===== src/rtl/cmdchain_pkg.sv =====
package cmdchain_pkg;
  // Index 0 is the transmit direction, index 1 the receive direction.
  typedef struct packed {
    logic [1:0] cmdPush;
    logic [1:0] cmdPop;
    logic [1:0] cmdRepl;
    logic [1:0] stPush;
    logic [1:0] stPop;
    logic [1:0] stRepl;
  } qStrobe_t;
endpackage


===== src/rtl/cmdchain_q2.sv =====
module cmdchain_q2 #(
  parameter int W = 4
) (
  input  logic         clk,
  input  logic         rstN,
  input  logic         push,
  input  logic         pop,
  input  logic         repl,
  input  logic [W-1:0] din,
  output logic [W-1:0] head,
  output logic [1:0]   count
);
  logic [W-1:0] slot0, slot1;
  logic [1:0]   cnt;

  always_ff @(posedge clk) begin
    if (!rstN) begin
      slot0 <= '0;
      slot1 <= '0;
      cnt   <= 2'd0;
    end else if (repl) begin
      slot0 <= din;
    end else begin
      case ({push, pop})
        2'b10: begin
          if (cnt == 2'd0) slot0 <= din;
          else             slot1 <= din;
          cnt <= cnt + 2'd1;
        end
        2'b01: begin
          slot0 <= slot1;
          cnt   <= cnt - 2'd1;
        end
        2'b11: begin
          if (cnt == 2'd1) slot0 <= din;
          else begin
            slot0 <= slot1;
            slot1 <= din;
          end
        end
        default: ;
      endcase
    end
  end

  assign head  = slot0;
  assign count = cnt;
endmodule


===== src/rtl/cmdchain_dp.sv =====
module cmdchain_dp import cmdchain_pkg::*; #(
  parameter int CMD_W  = 4,
  parameter int STAT_W = 2
) (
  input  logic                   clk,
  input  logic                   rstN,
  input  qStrobe_t               stb,
  input  logic [CMD_W-1:0]       cmdArg,
  input  logic [1:0][STAT_W-1:0] statIn,
  output logic [1:0][CMD_W-1:0]  cmdHead,
  output logic [1:0][1:0]        cmdCnt,
  output logic [1:0][STAT_W-1:0] stHead,
  output logic [1:0][1:0]        stCnt
);
  for (genvar d = 0; d < 2; d++) begin : g_dir
    cmdchain_q2 #(.W(CMD_W)) u_cmdQ (
      .clk(clk), .rstN(rstN),
      .push(stb.cmdPush[d]), .pop(stb.cmdPop[d]), .repl(stb.cmdRepl[d]),
      .din(cmdArg), .head(cmdHead[d]), .count(cmdCnt[d])
    );
    cmdchain_q2 #(.W(STAT_W)) u_statQ (
      .clk(clk), .rstN(rstN),
      .push(stb.stPush[d]), .pop(stb.stPop[d]), .repl(stb.stRepl[d]),
      .din(statIn[d]), .head(stHead[d]), .count(stCnt[d])
    );
  end
endmodule


===== src/rtl/cmdchain_ctl.sv =====
module cmdchain_ctl import cmdchain_pkg::*; (
  input  logic            clk,
  input  logic            rstN,
  input  logic            chainEn,
  input  logic            cmdWr,
  input  logic            cmdRx,
  input  logic [1:0]      take,
  input  logic [1:0]      done,
  input  logic [1:0]      clr,
  input  logic [1:0][1:0] cmdCnt,
  input  logic [1:0][1:0] stCnt,
  output qStrobe_t        stb,
  output logic            ovf
);
  // Returns {push, replace, overflow} for one queue.
  function automatic logic [2:0] decide(input logic req, input logic popOk,
                                        input logic [1:0] cnt, input logic chain);
    logic [2:0] r;
    r = 3'b000;
    if (req) begin
      if (chain) begin
        if (cnt != 2'd2 || popOk) r = 3'b100;
        else                      r = 3'b001;
      end else begin
        if (cnt != 2'd0 && !popOk) r = 3'b010;
        else                       r = 3'b100;
      end
    end
    return r;
  endfunction

  logic overHit;

  always_comb begin
    logic [2:0] cDec, sDec;
    logic       cPop, sPop, wrHere;
    stb     = '0;
    overHit = 1'b0;
    for (int d = 0; d < 2; d++) begin
      wrHere = cmdWr && (cmdRx == d[0]);
      cPop   = take[d] && (cmdCnt[d] != 2'd0);
      sPop   = clr[d]  && (stCnt[d]  != 2'd0);
      cDec   = decide(wrHere,  cPop, cmdCnt[d], chainEn);
      sDec   = decide(done[d], sPop, stCnt[d],  chainEn);
      stb.cmdPush[d] = cDec[2];
      stb.cmdRepl[d] = cDec[1];
      stb.cmdPop[d]  = cPop;
      stb.stPush[d]  = sDec[2];
      stb.stRepl[d]  = sDec[1];
      stb.stPop[d]   = sPop;
      overHit = overHit | cDec[0] | sDec[0];
    end
  end

  always_ff @(posedge clk) begin
    if (!rstN)        ovf <= 1'b0;
    else if (overHit) ovf <= 1'b1;
  end
endmodule


===== src/rtl/cmdchain_queue.sv =====
module cmdchain_queue import cmdchain_pkg::*; #(
  parameter int CMD_W  = 4,
  parameter int STAT_W = 2,
  localparam int SW_W  = 3 + 2 * STAT_W
) (
  input  logic              clk,
  input  logic              rstN,
  input  logic              chainEn,
  input  logic              cmdWr,
  input  logic              cmdRx,
  input  logic [CMD_W-1:0]  cmdArg,
  input  logic              txTake,
  input  logic              rxTake,
  output logic              txCmdValid,
  output logic [CMD_W-1:0]  txCmdArg,
  output logic              rxCmdValid,
  output logic [CMD_W-1:0]  rxCmdArg,
  input  logic              txDone,
  input  logic [STAT_W-1:0] txStat,
  input  logic              rxDone,
  input  logic [STAT_W-1:0] rxStat,
  input  logic              txIntClr,
  input  logic              rxIntClr,
  input  logic              txMask,
  input  logic              rxMask,
  output logic [SW_W-1:0]   statusWord,
  output logic              irq
);
  qStrobe_t               stb;
  logic                   ovf;
  logic [1:0][CMD_W-1:0]  cmdHead;
  logic [1:0][1:0]        cmdCnt, stCnt;
  logic [1:0][STAT_W-1:0] stHead;
  logic                   txPend, rxPend;

  cmdchain_ctl u_ctl (
    .clk(clk), .rstN(rstN), .chainEn(chainEn),
    .cmdWr(cmdWr), .cmdRx(cmdRx),
    .take({rxTake, txTake}), .done({rxDone, txDone}), .clr({rxIntClr, txIntClr}),
    .cmdCnt(cmdCnt), .stCnt(stCnt), .stb(stb), .ovf(ovf)
  );

  cmdchain_dp #(.CMD_W(CMD_W), .STAT_W(STAT_W)) u_dp (
    .clk(clk), .rstN(rstN), .stb(stb), .cmdArg(cmdArg),
    .statIn({rxStat, txStat}),
    .cmdHead(cmdHead), .cmdCnt(cmdCnt), .stHead(stHead), .stCnt(stCnt)
  );

  assign txCmdValid = (cmdCnt[0] != 2'd0);
  assign rxCmdValid = (cmdCnt[1] != 2'd0);
  assign txCmdArg   = txCmdValid ? cmdHead[0] : '0;
  assign rxCmdArg   = rxCmdValid ? cmdHead[1] : '0;
  assign txPend     = (stCnt[0] != 2'd0);
  assign rxPend     = (stCnt[1] != 2'd0);
  assign statusWord = {rxPend ? stHead[1] : {STAT_W{1'b0}},
                       txPend ? stHead[0] : {STAT_W{1'b0}},
                       ovf, rxPend, txPend};
  assign irq        = (txPend & txMask) | (rxPend & rxMask);
endmodule


===== config.mk =====
export PLATFORM = sky130hd
export DESIGN_NAME = cmdchain_queue
export DESIGN_NICKNAME = d
export VERILOG_FILES = /design/src/rtl/cmdchain_pkg.sv /design/src/rtl/cmdchain_q2.sv /design/src/rtl/cmdchain_dp.sv /design/src/rtl/cmdchain_ctl.sv /design/src/rtl/cmdchain_queue.sv
export SDC_FILE = /design/constraint.sdc
export NUM_CORES = 1
export LEC_CHECK = 0
export BUFFER_PORTS_ARGS = -buffer_cell sky130_fd_sc_hd__buf_4
export CAP_MARGIN = 5
export CORE_ASPECT_RATIO = 2
export CORE_MARGIN = 5
export CORE_UTILIZATION = 57
export CTS_BUF_LIST = sky130_fd_sc_hd__clkbuf_8
export CTS_CLUSTER_SIZE = 12
export DETAILED_ROUTE_END_ITERATION = 10
export PLACE_DENSITY = 0.82
export SETUP_SLACK_MARGIN = 0.1
export SYNTH_ARGS = -nofsm -noshare
export SYNTH_HDL_FRONTEND = slang
export SYNTH_SLANG_ARGS = --single-unit

===== constraint.sdc =====
create_clock -name clk -period 2.33 [get_ports clk]
set_input_delay 0.466 -clock clk [delete_from_list [all_inputs] [get_ports clk]]
set_output_delay 0.466 -clock clk [all_outputs]
set_load 0.05 [all_outputs]

==> reports/results.tsv, run 1 <==
stage	metric	value	unit
synthesis	#FFs+latches synth	33	
setup_path	worst-path fanout max	7	
timing	TNS Setup	0	ps
clock_network	cts-stage hold buffer count	0	
timing	Setup-failing EPs final	0	
synthesis	top_reg_cell synth	dfxtp_1	
grt	first-pass GRT wire length	7890	um
synthesis	Synth top area share	31.5	%
place	dpl cell area	2430	um2
final_layout	fin area	2530	um2
timing	worst setup margin	241	ps
synthesis	syn avg cell area	8.78	um2
clock_network	Clock Tree Buf Depth	2	
place	pre-CTS WS	156	ps
synthesis	Area contributors post-synth	dfxtp_1 (31%), ha_1 (11%), mux2i_1 (10%)	
timing	relative slew slack	63.3	%
clock_network	Worst-Skew Late Latency	280	ps
routing	ANT nets after route	0	
grt	vias in the first global route	1801	
synthesis	Post-Synthesis Cells	239	
clock_network	post-CTS setup buffers	0	
die	placeable core area	3610	um2
grt	GRT Resource Usage Total	20.9	%
place	GPL Wtd Cong	0.872	
die	I/O Pins	39	
final_layout	Finished Layout Cells	330	
timing	RSZ-0062 raised after global routing	true	
final_layout	NumNets Final	319	
synthesis	Syn. warnings	0	
power	Worst VDD drop	0.893	mV
place	dpl cells	322	
clock_network	CTS Buf Count	5	
synthesis	post-synthesis mux area share	10.5	%
synthesis	cell taking the most area after synthesis	dfxtp_1	
power	Leak	1.19	nW
final_layout	Ant. Diodes	0	
timing	FMAX	479	MHz
power	power density cells	1010	nW/um2
routing	final wirelength	4850	um
timing	clk_skew	4.99	ps
setup_path	worst endpoint required time	2510	ps
final_layout	Core Util, Final	70.2	%
routing	Remaining DRCs	0	
synthesis	main combinational cell family by area after synthesis	simple AND/OR/NAND/NOR gates	
synthesis	simple-gate area share of the yosys netlist	21.3	%
setup_path	kind of critical path	flip-flop to flip-flop	
clock_network	CTS H-tree depth	2	
die	Cell Rows	31	
setup_path	Setup crit start kind	flip-flop	
timing	Fin. Hold Viols	0	
final_layout	share of cells above drive strength 1	23.5	%
synthesis	Post-synth EDFFs	0	
status	status	completed	
synthesis	post-synthesis sequential area ratio	31.5	%
synthesis	Syn Std Cell Area	2100	um2
routing	TritonRoute pass-1 iters	4	
grt	grt ovf	0	
clock_network	Sinks on Clock Net	33	
timing	Final min period	2090	ps
setup_path	R2R Setup Slk	240	ps
synthesis	Post-Synth XOR/XNOR Area	1.67	%
place	DP Wirelength	3770	um
die	Die Wd	52.9	um
synthesis	Synth Area in Adders	10.7	%
min_path	Worst Hold Class	input port to flip-flop	
synthesis	post-synthesis compound-gate area fraction	19.1	%
setup_path	CP arrival	2270	ps
setup_path	CP Capture Type	flip-flop	
timing	Slew Limit Fails	0	
routing	Avg WL per Cell	14.7	um
die	initial core utilization	58.2	%
timing	Final Cycle Share	89.6	%
place	IO Port Bufs	38	
synthesis	syn nets	278	
clock_network	Root Driver	clkbuf_8	
routing	Via density	5.50	
synthesis	asr flop ratio synth	0	%
grt	initial antenna violation count	0	
die	Die Ht	95.8	um
die	Die ar.	5070	um2
routing	via count	1815	
routing	DR iter-0 viols	23	
synthesis	post-synth cell types	36	
grt	largest net degree at the start of global routing	17	
clock_network	clock slew at reported path FFs	70	ps
clock_network	CTS tree	built	
flow_run	max-cap violation count	0	
timing	Worst-Margin Slew	548	ps
final_layout	area added between synthesis and finish	20.6	%
## layer usage
metal	global-route usage [%]	part of all wire [%]	up-vias
li1	-	-	914
met2	40.2	57	44
met4	10.7	2.6	0
met1	19.8	36	846
met5	0	0	-
met3	4.03	4.5	11
## cells in the final DEF (no fill, tap or decap), drive strengths merged, types with 2 or more instances in the layout
cell type,count
xnor2,4
mux2i,21
nor3b,3
nand2b,3
nand2,13
nand3,3
and2,5
buf,42
clkinv,3
nor2,19
o21ai,11
nor3,2
a21oi,13
nor2b,27
clkbuf,5
a31oi,5
or2,2
ha,18
o211ai,13
inv,16
a211oi,2
o31ai,8
or4b,2
dfxtp,33
## final cells by class
type | instances | area (um2)
multi-input combinational | 182 | 1350
fill | 316 | 1080
sequential | 33 | 661
timing repair buffer | 42 | 315
clock buffer | 5 | 68.8
tap | 49 | 61.3
inverter | 16 | 60.1
clock inverter | 3 | 13.8
## synthesized netlist by cell type (2+ instances only)
library cell	count
dfxtp_1	33
nor2b_1	25
mux2i_1	21
nor2_1	19
ha_1	18
inv_1	15
a21oi_1	13
nand2_1	13
o21ai_0	10
o211ai_1	9
o31ai_1	8
a31oi_1	5
and2_1	5
buf_4	4
o211ai_2	4
xnor2_1	4
nand2b_1	3
nand3_1	3
nor3b_1	3
a211oi_1	2
buf_2	2
clkbuf_1	2
nor2b_4	2
nor3_1	2
or2_2	2
or4b_4	2
## state kept, by name (all words and copies together) (netlist names)
register and flops:
u_dp.g_dir.u_cmdQ.count 4, u_dp.g_dir.u_cmdQ.slot1 8, u_dp.g_dir.u_statQ.head 4, u_dp.g_dir.u_statQ.slot1 4, u_dp.g_dir.u_cmdQ.head 8, u_ctl.ovf 1
u_dp.g_dir.u_statQ.count 4
## cells by family (layout without fill, tap and decap cells)
family                   after synthesis  after routing
AND/OR/NAND/NOR                       80             80
flip-flops                            33             33
adder cells (fa/ha/maj)               18             18
buffers and inverters                 24             66
XOR/XNOR                               4              4
multiplexers                          22             22
AO/OA/AOI/OAI                         58             58
## path summary, 6_finish.rpt
| check | startpoint | end | cells past startpoint |
|---|---|---|---|
| worst max-delay path | u_dp.g_dir[0].u_statQ.count[0]$_SDFFE_PN0P_ | u_dp.g_dir[0].u_statQ.slot1[0]$_SDFFE_PN0P_ | 11 |
| worst min-delay path | txStat[1] | u_dp.g_dir[0].u_statQ.slot1[1]$_SDFFE_PN0P_ | 3 |
| worst max register to register | u_dp.g_dir[0].u_statQ.count[0]$_SDFFE_PN0P_ | u_dp.g_dir[0].u_statQ.slot1[0]$_SDFFE_PN0P_ | 11 |
| worst min register to register | u_dp.g_dir[0].u_cmdQ.slot1[1]$_SDFFE_PN0P_ | u_dp.g_dir[0].u_cmdQ.slot1[1]$_SDFFE_PN0P_ | 2 |
## critical path: stages, from the launching register on
cell and delay [ps]:
dfxtp_1 330, inv_1 90, ha_2 240, nor2b_1 70, inv_1 120, nand2_1 80, and2_1 180, ha_1 220
nor2b_2 180, o211ai_2 210, mux2i_1 200, nor2_1 50
## power breakdown
group / leakage, nW / internal (W) / switching, W
combinational: 0.872 / 0.000543 / 0.000816
sequential: 0.271 / 0.000693 / 0.0000759
clock: 0.0491 / 0.000203 / 0.000217
total: 1.19 / 0.00144 / 0.00111
## timing repair
action	in CTS	in global routing
endpoints found under the hold margin	0	0
setup endpoints to repair	0	8
resized for setup	0	6
## per-stage QoR
stage               power [W]  hold slack (ps)
floorplan             0.00180              463
global placement      0.00208              475
detailed placement    0.00210              487
CTS                   0.00253              427
global route          0.00271              424
finish                0.00255              428
Note: power is estimated with default switching activity, not from simulation.
==> run 2, diff against run 1 <==
- PLACE_DENSITY: 0.82 -> default
- PLACE_DENSITY_LB_ADDON: default -> 0.3
- REMOVE_ABC_BUFFERS: default -> 1
==> reports/results.tsv, run 2 (same netlist as run 1, synthesis figures left out) <==
stage	metric	value	unit
status	status	completed	
timing	RSZ-0062 raised after global routing	true	
die	placeable core area	3610	um2
power	Final Power	0.00270	W
timing	Fin. Hold Viols	0	
setup_path	CP Capture Type	flip-flop	
setup_path	kind of critical path	flip-flop to flip-flop	
timing	Final Cycle Share	90.0	%
routing	TritonRoute pass-1 iters	4	
place	DP Wirelength	3870	um
power	Worst VDD drop	0.932	mV
place	IO Port Bufs	38	
clock_network	Sinks on Clock Net	33	
die	Cell Rows	31	
final_layout	Ant. Diodes	0	
clock_network	post-CTS setup buffers	0	
min_path	Worst Hold Class	input port to flip-flop	
power	Leak	1.20	nW
setup_path	worst endpoint required time	2500	ps
clock_network	CTS H-tree depth	2	
clock_network	CTS Buf Count	5	
timing	Final min period	2100	ps
clock_network	post-cts gate resize count	2	
final_layout	share of cells above drive strength 1	24.7	%
final_layout	fin area	2580	um2
die	Die Ht	95.8	um
timing	TNS Setup	0	ps
clock_network	cts-stage hold buffer count	0	
routing	Remaining DRCs	0	
grt	first-pass GRT wire length	8160	um
timing	clk_skew	2.47	ps
final_layout	NumNets Final	321	
die	Die Wd	52.9	um
die	initial core utilization	58.2	%
clock_network	CTS tree	built	
power	power density cells	1050	nW/um2
clock_network	Worst-Skew Late Latency	290	ps
routing	ANT nets after route	0	
place	pre-CTS WS	97.8	ps
timing	Slew Limit Fails	0	
place	dpl cell area	2440	um2
final_layout	commonest non-fill, non-tap cells in the layout	buf_4 (44), dfxtp_1 (33), nor2b_1 (23)	
routing	Via density	5.62	
timing	Setup-failing EPs final	0	
timing	FMAX	477	MHz
final_layout	commonest non-fill, non-tap cell in the layout	buf_4	
routing	Avg WL per Cell	15.2	um
routing	final wirelength	5060	um
clock_network	clock slew at reported path FFs	70	ps
timing	Worst-Margin Slew	635	ps
grt	GRT Resource Usage Total	21.8	%
timing	relative slew slack	57.5	%
flow_run	max-cap violation count	0	
grt	grt ovf	0	
setup_path	CP arrival	2260	ps
die	I/O Pins	39	
routing	via count	1867	
grt	vias in the first global route	1932	
grt	initial antenna violation count	0	
place	GPL Wtd Cong	0.819	
setup_path	worst-path fanout max	7	
grt	largest net degree at the start of global routing	20	
final_layout	area added between synthesis and finish	22.7	%
clock_network	Clock Tree Buf Depth	2	
die	Die ar.	5070	um2
setup_path	Setup crit start kind	flip-flop	
clock_network	Root Driver	clkbuf_8	
timing	worst setup margin	234	ps
routing	DR iter-0 viols	26	
[run 2: changes by cell type in the layout (fill, tap and decap cells not counted), sizes merged]
cell	delta
bufinv	+1
inv	-1
clkinvlp	+1
clkinv	-1
buf	+2
[run 2: final timing paths]
kind	startpoint	endpoint	slack [ps]	depth (start not counted)
worst max-delay path	u_dp.g_dir[0].u_statQ.count[0]$_SDFFE_PN0P_	u_dp.g_dir[0].u_statQ.slot1[0]$_SDFFE_PN0P_	230	11
worst min-delay path	rxStat[0]	u_dp.g_dir[1].u_statQ.slot1[0]$_SDFFE_PN0P_	420	3
worst max register to register	u_dp.g_dir[0].u_statQ.count[0]$_SDFFE_PN0P_	u_dp.g_dir[0].u_statQ.slot1[0]$_SDFFE_PN0P_	230	11
worst min register to register	u_dp.g_dir[1].u_cmdQ.slot1[3]$_SDFFE_PN0P_	u_dp.g_dir[1].u_cmdQ.slot1[3]$_SDFFE_PN0P_	500	2
[run 2: where the power goes]
| group | switching (W) | total (W) | leakage [nW] | internal (W) |
|---|---|---|---|---|
| Sequential | 0.0000779 | 0.000770 | 0.271 | 0.000692 |
| Clock | 0.000236 | 0.000556 | 0.0543 | 0.000320 |
| Combinational | 0.000828 | 0.00137 | 0.880 | 0.000547 |
[run 2: cell type report]
class	instances	area, um2
flip-flops and latches	33	661
well taps	49	61.3
fillers	308	1030
clock buffers	5	68.8
clock inverters	3	46.3
multi-input cells	182	1350
inverters	16	60.1
repair buffers	44	330
[run 2: stage by stage]
stage,instances,hold WS [ps],utilization [%]
after floorplan,231,463,-
after global placement,324,474,67.7
after detailed placement,324,487,67.7
after CTS,332,422,71.1
after global routing,332,444,71.4
final,332,420,71.4
[run 2: routing by layer]
metal | up-vias | share of wire [%] | GRT usage [%]
li1 | 922 | - | -
met1 | 873 | 34 | 18.4
met2 | 57 | 59 | 43.6
met3 | 15 | 4.3 | 4.81
met4 | 0 | 3.0 | 11.9
met5 | - | 0 | 0
[run 2: worst max-delay path: stages, from the launching register on]
cell and delay [ps]:
dfxtp_1 340, inv_1 90, ha_2 260, nor2b_2 70, inv_1 120, nand2_1 80, and2_1 180, ha_2 200
nor2b_4 140, o211ai_2 220, mux2i_1 220, nor2_1 60
==> run 3, diff against run 2 <==
- CORE_ASPECT_RATIO: 2 -> default
==> reports/results.tsv, run 3 (same netlist as run 1, synthesis figures left out) <==
stage	metric	value	unit
final_layout	Finished Layout Cells	329	
timing	Fin. Hold Viols	0	
die	Die Ht	70.7	um
grt	grt ovf	0	
clock_network	post-CTS setup buffers	0	
routing	Remaining DRCs	0	
routing	M1 WL	2010	um
die	placeable core area	3610	um2
die	Die Wd	70.7	um
final_layout	commonest non-fill, non-tap cells in the layout	buf_4 (42), dfxtp_1 (33), nor2b_1 (22)	
routing	final wirelength	4440	um
routing	DR iter-0 viols	109	
final_layout	Core Util, Final	70.5	%
timing	Slew Limit Fails	0	
routing	Via density	5.39	
grt	initial antenna violation count	0	
die	Die ar.	5000	um2
setup_path	R2R Setup Slk	260	ps
setup_path	worst-path fanout max	7	
final_layout	share of cells above drive strength 1	24.2	%
die	I/O Pins	39	
power	Leak	1.20	nW
timing	Setup-failing EPs final	0	
final_layout	NumNets Final	319	
clock_network	Sinks on Clock Net	33	
final_layout	Ant. Diodes	0	
power	power density cells	1010	nW/um2
die	Cell Rows	22	
timing	Worst-Margin Slew	612	ps
setup_path	cell depth of the worst flop-to-flop path	10	
min_path	hold endpoint	u_dp.g_dir[0].u_statQ.slot1[1]$_SDFFE_PN0P_	
flow_run	max-cap violation count	0	
setup_path	CP Capture Type	flip-flop	
grt	first-pass GRT wire length	7380	um
timing	relative slew slack	59.0	%
place	pre-CTS WS	125	ps
clock_network	CTS H-tree depth	2	
clock_network	cts-stage hold buffer count	0	
setup_path	CP arrival	2230	ps
timing	worst setup margin	258	ps
clock_network	Clock Tree Buf Depth	2	
clock_network	Worst-Skew Late Latency	280	ps
place	IO Port Bufs	38	
place	DP Wirelength	3450	um
min_path	hold path depth	3	
die	initial core utilization	58.2	%
min_path	Worst Hold Class	input port to flip-flop	
final_layout	commonest non-fill, non-tap cell in the layout	buf_4	
timing	Final Cycle Share	88.9	%
clock_network	CTS Buf Count	5	
setup_path	Crit Reg-Reg Endpoint	u_dp.g_dir[1].u_statQ.slot1[1]$_SDFFE_PN0P_	
routing	TritonRoute pass-1 iters	4	
min_path	Hold Startpoint	txStat[1]	
final_layout	area added between synthesis and finish	21.1	%
routing	Highest Signal Layer	met4	
timing	worst hold margin	425	ps
routing	Avg WL per Cell	13.5	um
setup_path	FF-to-FF Start	u_dp.g_dir[1].u_statQ.count[0]$_SDFFE_PN0P_	
clock_network	clock slew at reported path FFs	70	ps
routing	met2 WL	2180	um
place	GPL Wtd Cong	0.874	
grt	largest net degree at the start of global routing	20	
setup_path	Setup crit start kind	flip-flop	
place	dpl cells	321	
routing	routed wl met3	198	um
status	status	completed	
timing	Final min period	2070	ps
grt	vias in the first global route	1703	
setup_path	kind of critical path	flip-flop to flip-flop	
setup_path	worst endpoint required time	2490	ps
grt	GRT Resource Usage Total	17.9	%
clock_network	CTS tree	built	
clock_network	Root Driver	clkbuf_8	
timing	FMAX	483	MHz
timing	TNS Setup	0	ps
power	Worst VDD drop	0.732	mV
timing	clk_skew	5.74	ps
routing	via count	1774	
timing	RSZ-0062 raised after global routing	false	
routing	ANT nets after route	0	
[run 3: final cells by class]
class | count | area, um2
multi-input combinational | 182 | 1360
fill | 296 | 1060
sequential | 33 | 661
timing repair buffer | 42 | 315
clock buffer | 5 | 68.8
inverter | 16 | 60.1
tap | 48 | 60.1
clock inverter | 3 | 13.8
[run 3: per-stage QoR]
| step | cell area, um2 | power [W] |
|---|---|---|
| floorplan | 2050 | 0.00176 |
| global placement | 2430 | 0.00207 |
| detailed placement | 2430 | 0.00210 |
| CTS | 2510 | 0.00251 |
| global route | 2540 | 0.00272 |
| finish | 2540 | 0.00256 |
[run 3: report_power, final]
part	switching [W]	internal, W
registers	0.0000736	0.000693
clock network	0.000212	0.000203
logic	0.000821	0.000560
[run 3: timing repair]
action	4_1_cts	5_1_grt
gates resized for setup	0	9
setup endpoints to repair	0	8
endpoints found under the hold margin	0	0
[run 3: critical path: stages, from the launching register on]
cell and delay (ps):
dfxtp_1 390, inv_2 80, ha_4 190, o21ai_0 150, nand2_1 100, and2_1 190
ha_1 220, nor2b_2 180, o211ai_2 210, mux2i_1 200, nor2_1 50
[run 3: worst max-delay path by stage]
stage | start | to | slack (ps) | depth (start not counted)
detailed placement | u_dp.g_dir[1].u_statQ.count[0]$_SDFFE_PN0P_ | u_dp.g_dir[1].u_statQ.slot1[1]$_SDFFE_PN0P_ | 130 | 11
CTS | u_dp.g_dir[1].u_statQ.count[0]$_SDFFE_PN0P_ | u_dp.g_dir[1].u_statQ.slot1[1]$_SDFFE_PN0P_ | 100 | 11
floorplan | u_dp.g_dir[0].u_statQ.count[0]$_SDFFE_PN0P_ | u_dp.g_dir[0].u_statQ.slot1[0]$_SDFFE_PN0P_ | 210 | 11
global placement | u_dp.g_dir[1].u_statQ.count[0]$_SDFFE_PN0P_ | u_dp.g_dir[1].u_statQ.slot1[1]$_SDFFE_PN0P_ | 240 | 10
global route | u_dp.g_dir[0].u_statQ.count[0]$_SDFFE_PN0P_ | u_dp.g_dir[0].u_statQ.slot1[0]$_SDFFE_PN0P_ | 110 | 11
finish | u_dp.g_dir[1].u_statQ.count[0]$_SDFFE_PN0P_ | u_dp.g_dir[1].u_statQ.slot1[1]$_SDFFE_PN0P_ | 260 | 10
[run 3: per-layer routing]
layer | track usage (%) | vias up
met5 | 0 | -
met4 | 7.31 | 0
met3 | 3.69 | 6
met2 | 30.9 | 43
met1 | 21.5 | 808
li1 | - | 917
